## src/rtl/wcd_pkg.sv

```systemverilog
package wcd_pkg;

  // Width of a signed dot-product accumulator that cannot wrap over len terms.
  function automatic int acc_width(input int dw, input int len);
    return 2 * dw + $clog2(len);
  endfunction

  // Width of an index able to address n items, never narrower than one bit.
  function automatic int index_width(input int n);
    return (n > 1) ? $clog2(n) : 1;
  endfunction

endpackage

```

## src/rtl/wcd_hop.sv

```systemverilog
// One register stage of the chain: carries feature, kernel word and swap marker.
module wcd_hop #(
  parameter int FM_W  = 32,
  parameter int TAG_W = 2,
  parameter int IDX_W = 2,
  parameter int DW    = 8
) (
  input  logic             clk,
  input  logic             rst_n,
  input  logic             i_fm_v,
  input  logic [FM_W-1:0]  i_fm_d,
  input  logic             i_kv_v,
  input  logic [TAG_W-1:0] i_kv_tag,
  input  logic [IDX_W-1:0] i_kv_idx,
  input  logic [DW-1:0]    i_kv_d,
  input  logic             i_tok,
  output logic             o_fm_v,
  output logic [FM_W-1:0]  o_fm_d,
  output logic             o_kv_v,
  output logic [TAG_W-1:0] o_kv_tag,
  output logic [IDX_W-1:0] o_kv_idx,
  output logic [DW-1:0]    o_kv_d,
  output logic             o_tok
);

  always_ff @(posedge clk) begin
    if (!rst_n) begin
      o_fm_v   <= 1'b0;
      o_fm_d   <= '0;
      o_kv_v   <= 1'b0;
      o_kv_tag <= '0;
      o_kv_idx <= '0;
      o_kv_d   <= '0;
      o_tok    <= 1'b0;
    end else begin
      o_fm_v   <= i_fm_v;
      o_fm_d   <= i_fm_d;
      o_kv_v   <= i_kv_v;
      o_kv_tag <= i_kv_tag;
      o_kv_idx <= i_kv_idx;
      o_kv_d   <= i_kv_d;
      o_tok    <= i_tok;
    end
  end

endmodule

```

## src/rtl/wcd_core.sv

```systemverilog
// Compute core: two weight banks, tag capture into the shadow bank, dot product.
module wcd_core #(
  parameter int IDX   = 0,
  parameter int LEN   = 4,
  parameter int DW    = 8,
  parameter int ACC_W = 18,
  parameter int TAG_W = 2,
  parameter int IDX_W = 2
) (
  input  logic                    clk,
  input  logic                    rst_n,
  input  logic                    fm_v,
  input  logic [LEN*DW-1:0]       fm_d,
  input  logic                    kv_v,
  input  logic [TAG_W-1:0]        kv_tag,
  input  logic [IDX_W-1:0]        kv_idx,
  input  logic [DW-1:0]           kv_d,
  input  logic                    tok,
  output logic                    res_v,
  output logic signed [ACC_W-1:0] res_d,
  output logic                    sel_o,
  output logic                    full_o
);

  localparam int PW = 2 * DW;

  logic signed [DW-1:0] bank [2][LEN];
  logic                 sel_q;
  logic [LEN-1:0]       fill_q;
  logic                 eff_sel;
  logic                 wr_hit;
  logic [LEN-1:0]       wr_mask;
  logic signed [DW-1:0] act_w [LEN];

  // Signed dot product of a packed feature vector with one kernel.
  function automatic logic signed [ACC_W-1:0] dot_prod(
    input logic [LEN*DW-1:0]  f,
    input logic signed [DW-1:0] w [LEN]
  );
    logic signed [ACC_W-1:0] acc;
    logic signed [DW-1:0]    fe;
    logic signed [PW-1:0]    a;
    logic signed [PW-1:0]    b;
    logic signed [PW-1:0]    p;
    acc = '0;
    for (int i = 0; i < LEN; i++) begin
      fe  = f[i*DW +: DW];
      a   = PW'(fe);
      b   = PW'(w[i]);
      p   = a * b;
      acc = acc + ACC_W'(p);
    end
    return acc;
  endfunction

  // The swap marker takes effect for the feature it travels with.
  assign eff_sel = sel_q ^ tok;
  assign wr_hit  = kv_v && (kv_tag == TAG_W'(IDX));
  assign wr_mask = LEN'(1) << kv_idx;

  always_comb begin
    for (int i = 0; i < LEN; i++) act_w[i] = bank[eff_sel][i];
  end

  always_ff @(posedge clk) begin
    if (!rst_n) begin
      for (int b2 = 0; b2 < 2; b2++)
        for (int i = 0; i < LEN; i++) bank[b2][i] <= '0;
    end else if (wr_hit) begin
      bank[~eff_sel][kv_idx] <= kv_d;
    end
  end

  always_ff @(posedge clk) begin
    if (!rst_n) begin
      sel_q  <= 1'b0;
      fill_q <= '0;
    end else begin
      sel_q <= eff_sel;
      if (tok) fill_q <= wr_hit ? wr_mask : '0;
      else if (wr_hit) fill_q <= fill_q | wr_mask;
    end
  end

  always_ff @(posedge clk) begin
    if (!rst_n) begin
      res_v <= 1'b0;
      res_d <= '0;
    end else begin
      res_v <= fm_v;
      if (fm_v) res_d <= dot_prod(fm_d, act_w);
    end
  end

  assign sel_o  = sel_q;
  assign full_o = &fill_q;

endmodule

```

## src/rtl/wcd_align.sv

```systemverilog
// Delay line that lines a core's result up with the last core's result.
module wcd_align #(
  parameter int DEPTH = 0,
  parameter int W     = 18
) (
  input  logic         clk,
  input  logic         rst_n,
  input  logic         in_v,
  input  logic [W-1:0] in_d,
  output logic         out_v,
  output logic [W-1:0] out_d
);

  generate
    if (DEPTH == 0) begin : g_pass
      assign out_v = in_v;
      assign out_d = in_d;
    end else begin : g_delay
      logic [W:0] sh [DEPTH];
      always_ff @(posedge clk) begin
        if (!rst_n) begin
          for (int k = 0; k < DEPTH; k++) sh[k] <= '0;
        end else begin
          sh[0] <= {in_v, in_d};
          for (int k = 1; k < DEPTH; k++) sh[k] <= sh[k-1];
        end
      end
      assign out_v = sh[DEPTH-1][W];
      assign out_d = sh[DEPTH-1][W-1:0];
    end
  endgenerate

endmodule

```

## src/rtl/wcd_swap_ctrl.sv

```systemverilog
// Grants swap requests once every shadow bank is complete and no marker travels.
module wcd_swap_ctrl (
  input  logic clk,
  input  logic rst_n,
  input  logic batch_start,
  input  logic all_full,
  input  logic in_flight,
  output logic issue,
  output logic stall
);

  logic pend_q;
  logic req;

  assign req   = batch_start | pend_q;
  assign issue = req & all_full & ~in_flight;
  assign stall = pend_q;

  always_ff @(posedge clk) begin
    if (!rst_n) pend_q <= 1'b0;
    else        pend_q <= req & ~issue;
  end

endmodule

```

## src/rtl/conv_weight_chain.sv

```systemverilog
module conv_weight_chain #(
  parameter int NUM_CORES = 4,
  parameter int VEC_LEN   = 4,
  parameter int DATA_W    = 8,
  localparam int ACC_W    = wcd_pkg::acc_width(DATA_W, VEC_LEN),
  localparam int TAG_W    = wcd_pkg::index_width(NUM_CORES),
  localparam int IDX_W    = wcd_pkg::index_width(VEC_LEN),
  localparam int FM_W     = VEC_LEN * DATA_W
) (
  input  logic                       clk,
  input  logic                       rst_n,
  input  logic                       fm_valid,
  input  logic [FM_W-1:0]            fm_data,
  input  logic                       kv_valid,
  input  logic [TAG_W-1:0]           kv_tag,
  input  logic [IDX_W-1:0]           kv_idx,
  input  logic [DATA_W-1:0]          kv_data,
  input  logic                       batch_start,
  output logic                       stall,
  output logic                       res_valid,
  output logic [NUM_CORES*ACC_W-1:0] res_data
);

  logic             h_fm_v   [NUM_CORES];
  logic [FM_W-1:0]  h_fm_d   [NUM_CORES];
  logic             h_kv_v   [NUM_CORES];
  logic [TAG_W-1:0] h_kv_tag [NUM_CORES];
  logic [IDX_W-1:0] h_kv_idx [NUM_CORES];
  logic [DATA_W-1:0] h_kv_d  [NUM_CORES];

  logic             c_res_v  [NUM_CORES];
  logic [ACC_W-1:0] c_res_d  [NUM_CORES];
  logic             a_res_v  [NUM_CORES];

  // Named internal events for the checker.
  logic [NUM_CORES-1:0] swap_at;
  logic [NUM_CORES-1:0] core_sel;
  logic [NUM_CORES-1:0] core_full;
  logic                 all_full;
  logic                 swap_issue;
  logic                 tail_fm_valid;

  assign all_full      = &core_full;
  assign tail_fm_valid = h_fm_v[NUM_CORES-1];

  wcd_swap_ctrl u_ctrl (
    .clk         (clk),
    .rst_n       (rst_n),
    .batch_start (batch_start),
    .all_full    (all_full),
    .in_flight   (|swap_at),
    .issue       (swap_issue),
    .stall       (stall)
  );

  generate
    for (genvar n = 0; n < NUM_CORES; n++) begin : g_core
      if (n == 0) begin : g_head
        wcd_hop #(.FM_W(FM_W), .TAG_W(TAG_W), .IDX_W(IDX_W), .DW(DATA_W)) u_hop (
          .clk (clk), .rst_n (rst_n),
          .i_fm_v (fm_valid), .i_fm_d (fm_data),
          .i_kv_v (kv_valid), .i_kv_tag (kv_tag), .i_kv_idx (kv_idx), .i_kv_d (kv_data),
          .i_tok (swap_issue),
          .o_fm_v (h_fm_v[n]), .o_fm_d (h_fm_d[n]),
          .o_kv_v (h_kv_v[n]), .o_kv_tag (h_kv_tag[n]), .o_kv_idx (h_kv_idx[n]),
          .o_kv_d (h_kv_d[n]), .o_tok (swap_at[n])
        );
      end else begin : g_link
        wcd_hop #(.FM_W(FM_W), .TAG_W(TAG_W), .IDX_W(IDX_W), .DW(DATA_W)) u_hop (
          .clk (clk), .rst_n (rst_n),
          .i_fm_v (h_fm_v[n-1]), .i_fm_d (h_fm_d[n-1]),
          .i_kv_v (h_kv_v[n-1]), .i_kv_tag (h_kv_tag[n-1]), .i_kv_idx (h_kv_idx[n-1]),
          .i_kv_d (h_kv_d[n-1]), .i_tok (swap_at[n-1]),
          .o_fm_v (h_fm_v[n]), .o_fm_d (h_fm_d[n]),
          .o_kv_v (h_kv_v[n]), .o_kv_tag (h_kv_tag[n]), .o_kv_idx (h_kv_idx[n]),
          .o_kv_d (h_kv_d[n]), .o_tok (swap_at[n])
        );
      end

      wcd_core #(
        .IDX (n), .LEN (VEC_LEN), .DW (DATA_W), .ACC_W (ACC_W),
        .TAG_W (TAG_W), .IDX_W (IDX_W)
      ) u_core (
        .clk    (clk),
        .rst_n  (rst_n),
        .fm_v   (h_fm_v[n]),
        .fm_d   (h_fm_d[n]),
        .kv_v   (h_kv_v[n]),
        .kv_tag (h_kv_tag[n]),
        .kv_idx (h_kv_idx[n]),
        .kv_d   (h_kv_d[n]),
        .tok    (swap_at[n]),
        .res_v  (c_res_v[n]),
        .res_d  (c_res_d[n]),
        .sel_o  (core_sel[n]),
        .full_o (core_full[n])
      );

      wcd_align #(.DEPTH(NUM_CORES - 1 - n), .W(ACC_W)) u_align (
        .clk   (clk),
        .rst_n (rst_n),
        .in_v  (c_res_v[n]),
        .in_d  (c_res_d[n]),
        .out_v (a_res_v[n]),
        .out_d (res_data[n*ACC_W +: ACC_W])
      );
    end
  endgenerate

  assign res_valid = a_res_v[0];

endmodule

```

## config.mk

```make
export PLATFORM = sky130hd
export DESIGN_NAME = conv_weight_chain
export DESIGN_NICKNAME = d
export VERILOG_FILES = /design/src/rtl/wcd_pkg.sv /design/src/rtl/wcd_hop.sv /design/src/rtl/wcd_core.sv /design/src/rtl/wcd_align.sv /design/src/rtl/wcd_swap_ctrl.sv /design/src/rtl/conv_weight_chain.sv
export SDC_FILE = /design/constraint.sdc
export NUM_CORES = 2
export LEC_CHECK = 0
export ABC_CLOCK_PERIOD_IN_PS = 8900
export BUFFER_PORTS_ARGS = -buffer_cell sky130_fd_sc_hd__buf_2
export CAP_MARGIN = 20
export CORE_MARGIN = 3
export CORE_UTILIZATION = 55
export DETAILED_ROUTE_END_ITERATION = 7
export PLACE_DENSITY = 0.83
export REMOVE_ABC_BUFFERS = 1
export SYNTH_ARGS = -nofsm -noshare
export SYNTH_HDL_FRONTEND = slang
export SYNTH_SLANG_ARGS = --single-unit
```

## constraint.sdc

```tcl
create_clock -name clk -period 8.9 [get_ports clk]
set_clock_uncertainty 0.05 [all_clocks]
set_input_delay 0.89 -clock clk [delete_from_list [all_inputs] [get_ports clk]]
set_output_delay 0.89 -clock clk [all_outputs]
set_load 0.005 [all_outputs]
```

==> results.md <==
- RSZ-0062 raised after global routing: false
- Global routing usage on met2: 0.439
- Final Util: 0.598
- Final WL: 150000 um
- Filler instances: 9259
- Initial drt markers: approximately 2600
- Die height: 352 um
- Vias: about 42000
- Worst hold slack: 0.381 ns
- Worst EP required: a little over 9 ns
- Share of cells above drive strength 1: 0.0682
- Final nets: 8058
- Pwr/cell area: ~250 nW/um^2
- Async S/R FF share, synth: 0
- Status: complete, no violations
- Clock latency at the later pin of the worst-skew pair: between 0.6 and 0.7 ns
- GPL Wtd Cong: 0.931
- Met1 global-route usage: 0.323
- Comb power frac: 0.651
- Crit Path Max Fanout: 19
- Post-Synthesis Cells: ~6200
- Peak supply drop: 1.24 mV
- Synth Flop Type: dfxtp_1
- Worst setup path class: register to register
- Fmax: 119 MHz
- Area of the mapped netlist: 65700 um^2
- CTS Buffer Depth: 3
- Max Cap Viol: 0
- TritonCTS Buffers: 69
- Io pins: 123
- Grt ovf: 0
- Clock power share: 0.162
- Leakage: 34.0 nW
- Vias per cell: 5.21
- Multi-input logic area: 43800 um^2
- Max_slew headroom: 0.265
- Clock Sinks: 646
- Global-route wire length before repair: 247000 um
- CP dominant cell by count: fa_1
- Tmin final: 8.40 ns
- Dpl ws: 0.368 ns
- Root Buffer: clkbuf_16
- HP Class: register to register
- Final Hold Fails: 0
- Post-synth EDFFs: 256
- Initial antenna violation count: 5
- Arrival time at the worst endpoint: between 8 and 9 ns
- Vias in the first global route: 47200
- Register area: roughly 15000 um^2
- Netlist cell types: 51
- I/O Buffers: 122
- Final setup viols: 0
- Post CTS Setup Buffer Count: 0
- Die area: 124000 um^2
- CP max-delay cell: mux2i_1
- Psw: 7.88 mW
- Die width: around 350 um
- Crit end category: register
- Max incr delay on CP: 0.68 ns
- Area Overhead vs Synth: 7.60%
- Setup WS post-layout: 0.502 ns
- Register area share after synthesis: 0.236
- Detailed Place HPWL: 125000 um
- Power Internal: about 10 mW
- Effective utilization at floorplan: 0.555
- Total core area: 118000 um^2
- Synth top area share: 0.387
- GRT met3 Usage: 0.0441
- # hold bufs at CTS: 0
- Gr usage total: 0.257
- Crit path launch type: register
- Final Max Tran Viols: 0
- Synth top area cells: fa_1 (39%), dfxtp_1 (12%), edfxtp_1 (12%), inv_1 (8.7%), ha_1 (7.4%)
- DRT Pass-1 Iters: 5
- GRT busiest layer: met2
- Row cnt: 126
- CP Buf/Inv Count: 5
- Remaining DRCs: 0
- H-tree depth: 3
- Post-CTS resize count: 0
- CTS tree: built
- Net Sw Frac: 0.438
- Largest net degree at the start of global routing: 105
- Yosys Warn Count: 0
- Leading area contributor after synthesis: fa_1
- Share of power burned in registers: 0.187
- Period Utilization, post-route: 0.944
- Top delay family on crit path: adder cells
- Antenna-violating nets left: 0
- Wire per inst: 18.8 um
- Actual slew at the worst max-slew pin: between 1 and 1.5 ns
- Clk slew on worst S/H paths: about 0.060 ns
- Seq cells post-synth: 646
- Syn avg cell area: about 11 um^2
==> final timing paths <==
kind                                             from                                   to  slack (ns)  cells past startpoint
setup / recovery         g_core[2].g_link.u_hop.o_tok           g_core[2].u_core.res_d[17]        0.50                     25
hold / removal    g_core[0].u_align.g_delay.sh[0][30]  g_core[0].u_align.g_delay.sh[0][49]        0.38                      1
setup reg to reg         g_core[2].g_link.u_hop.o_tok           g_core[2].u_core.res_d[17]        0.50                     25
hold reg to reg   g_core[0].u_align.g_delay.sh[0][30]  g_core[0].u_align.g_delay.sh[0][49]        0.38                      1
==> per-layer routing <==
layer / wire length, um / part of all wire
met1: 58600 / 0.39
met2: 74400 / 0.49
met3: 10000 / 0.067
met4: 7340 / 0.049
met5: 13 / 0.000086
==> Yosys cell counts (3+ instances only) <==
| master | number |
|---|---|
| inv_1 | 1531 |
| fa_1 | 1272 |
| and2_1 | 542 |
| dfxtp_1 | 390 |
| nor2b_1 | 389 |
| ha_1 | 388 |
| nand2_1 | 381 |
| edfxtp_1 | 256 |
| nor2_1 | 231 |
| mux2i_1 | 129 |
| xnor2_1 | 101 |
| nand2b_1 | 77 |
| clkbuf_1 | 69 |
| buf_4 | 55 |
| or2_2 | 48 |
| mux2_2 | 42 |
| a21oi_1 | 41 |
| and3_1 | 41 |
| o21ai_0 | 38 |
| xor2_1 | 22 |
| o21bai_1 | 16 |
| buf_2 | 15 |
| a21o_1 | 14 |
| a2bb2oi_1 | 13 |
| a211oi_1 | 10 |
| a31oi_1 | 8 |
| nand3_1 | 8 |
| o21a_1 | 8 |
| nand4_1 | 7 |
| buf_1 | 6 |
| o211ai_1 | 6 |
| nand3b_1 | 5 |
| nor3_1 | 5 |
| nor4b_1 | 5 |
| a21boi_0 | 3 |
| nor3b_1 | 3 |
| o21ai_1 | 3 |
| o31ai_1 | 3 |
==> logic make-up after synthesis <==
kind of cell | synth area share
AO/OA/AOI/OAI | 0.0164
flip-flops | 0.236
multiplexers | 0.0268
AND/OR/NAND/NOR | 0.143
XOR/XNOR | 0.0173
adder cells (fa/ha/maj) | 0.461
buffers and inverters | 0.0992
==> through the flow <==
step           TNS [ns]  power, mW  instance area [um^2]  instances
2_1_floorplan     -5.90       12.4                 65000       6054
3_3_place_gp          0       14.8                 68300       7856
3_5_place_dp          0       15.2                 68300       7862
4_1_cts               0       18.2                 70600       7987
5_1_grt               0       19.8                 70700       8003
6_report              0       18.0                 70700       8005
==> final cells by class <==
class,count,area share
Multi-Input combinational cell,3876,0.619
Tap cell,1600,0.0283
Antenna cell,2,0.0000707
Timing Repair Buffer,223,0.0191
Clock inverter,30,0.00476
Sequential cell,646,0.219
Clock buffer,95,0.0282
Inverter,1533,0.0814
==> cell usage in the layout (no fill, tap or decap), types with 5 or more instances in the layout <==
cell	count
o21bai_1	16
nor3_1	5
nor2b_1	389
nand2b_1	77
clkbuf_1	12
clkinv_2	9
o211ai_1	6
nor2_1	231
a211oi_1	10
a31oi_1	8
dfxtp_1	390
buf_2	130
clkbuf_16	72
a21o_1	14
nand2_1	381
clkbuf_8	10
xnor2_1	101
buf_4	89
inv_6	5
mux2i_1	127
inv_1	1531
or2_2	48
o21ai_0	38
xor2_1	20
clkinvlp_4	5
ha_1	388
nand3_1	8
and2_1	542
a21oi_1	41
edfxtp_1	256
nor4b_1	5
fa_1	1272
mux2_2	42
o21a_1	8
nand3b_1	5
and3_1	41
nand4_1	7
a2bb2oi_1	13
==> power groups by stage <==
stage	Clock, mW	Combinational (mW)	Sequential [mW]
CTS	2.98	11.9	3.36
global placement	0	11.4	3.42
floorplan	0	9.07	3.36
detailed placement	0	11.8	3.43
global route	3.09	13.4	3.38
finish	2.93	11.7	3.37
==> registers in the layout, summed over array words and instances (netlist names), 2 cells and up <==
signal / flops
g_core.g_link.u_hop.o_tok: 3
g_core.g_link.u_hop.o_kv_d: 24
g_core.g_link.u_hop.o_kv_tag: 6
g_core.g_link.u_hop.o_kv_idx: 6
g_core.u_core.fill_q: 16
g_core.g_head.u_hop.o_kv_tag: 2
g_core.u_core.sel_o: 4
g_core.u_align.g_delay.sh: 111
g_core.g_head.u_hop.o_kv_d: 8
g_core.g_head.u_hop.o_fm_d: 32
g_core.g_link.u_hop.o_fm_d: 96
g_core.g_head.u_hop.o_kv_idx: 2
g_core.u_core.bank: 256
g_core.u_core.res_d: 72
g_core.g_link.u_hop.o_kv_v: 3
No activity file was read; power rests on OpenSTA's default activity.
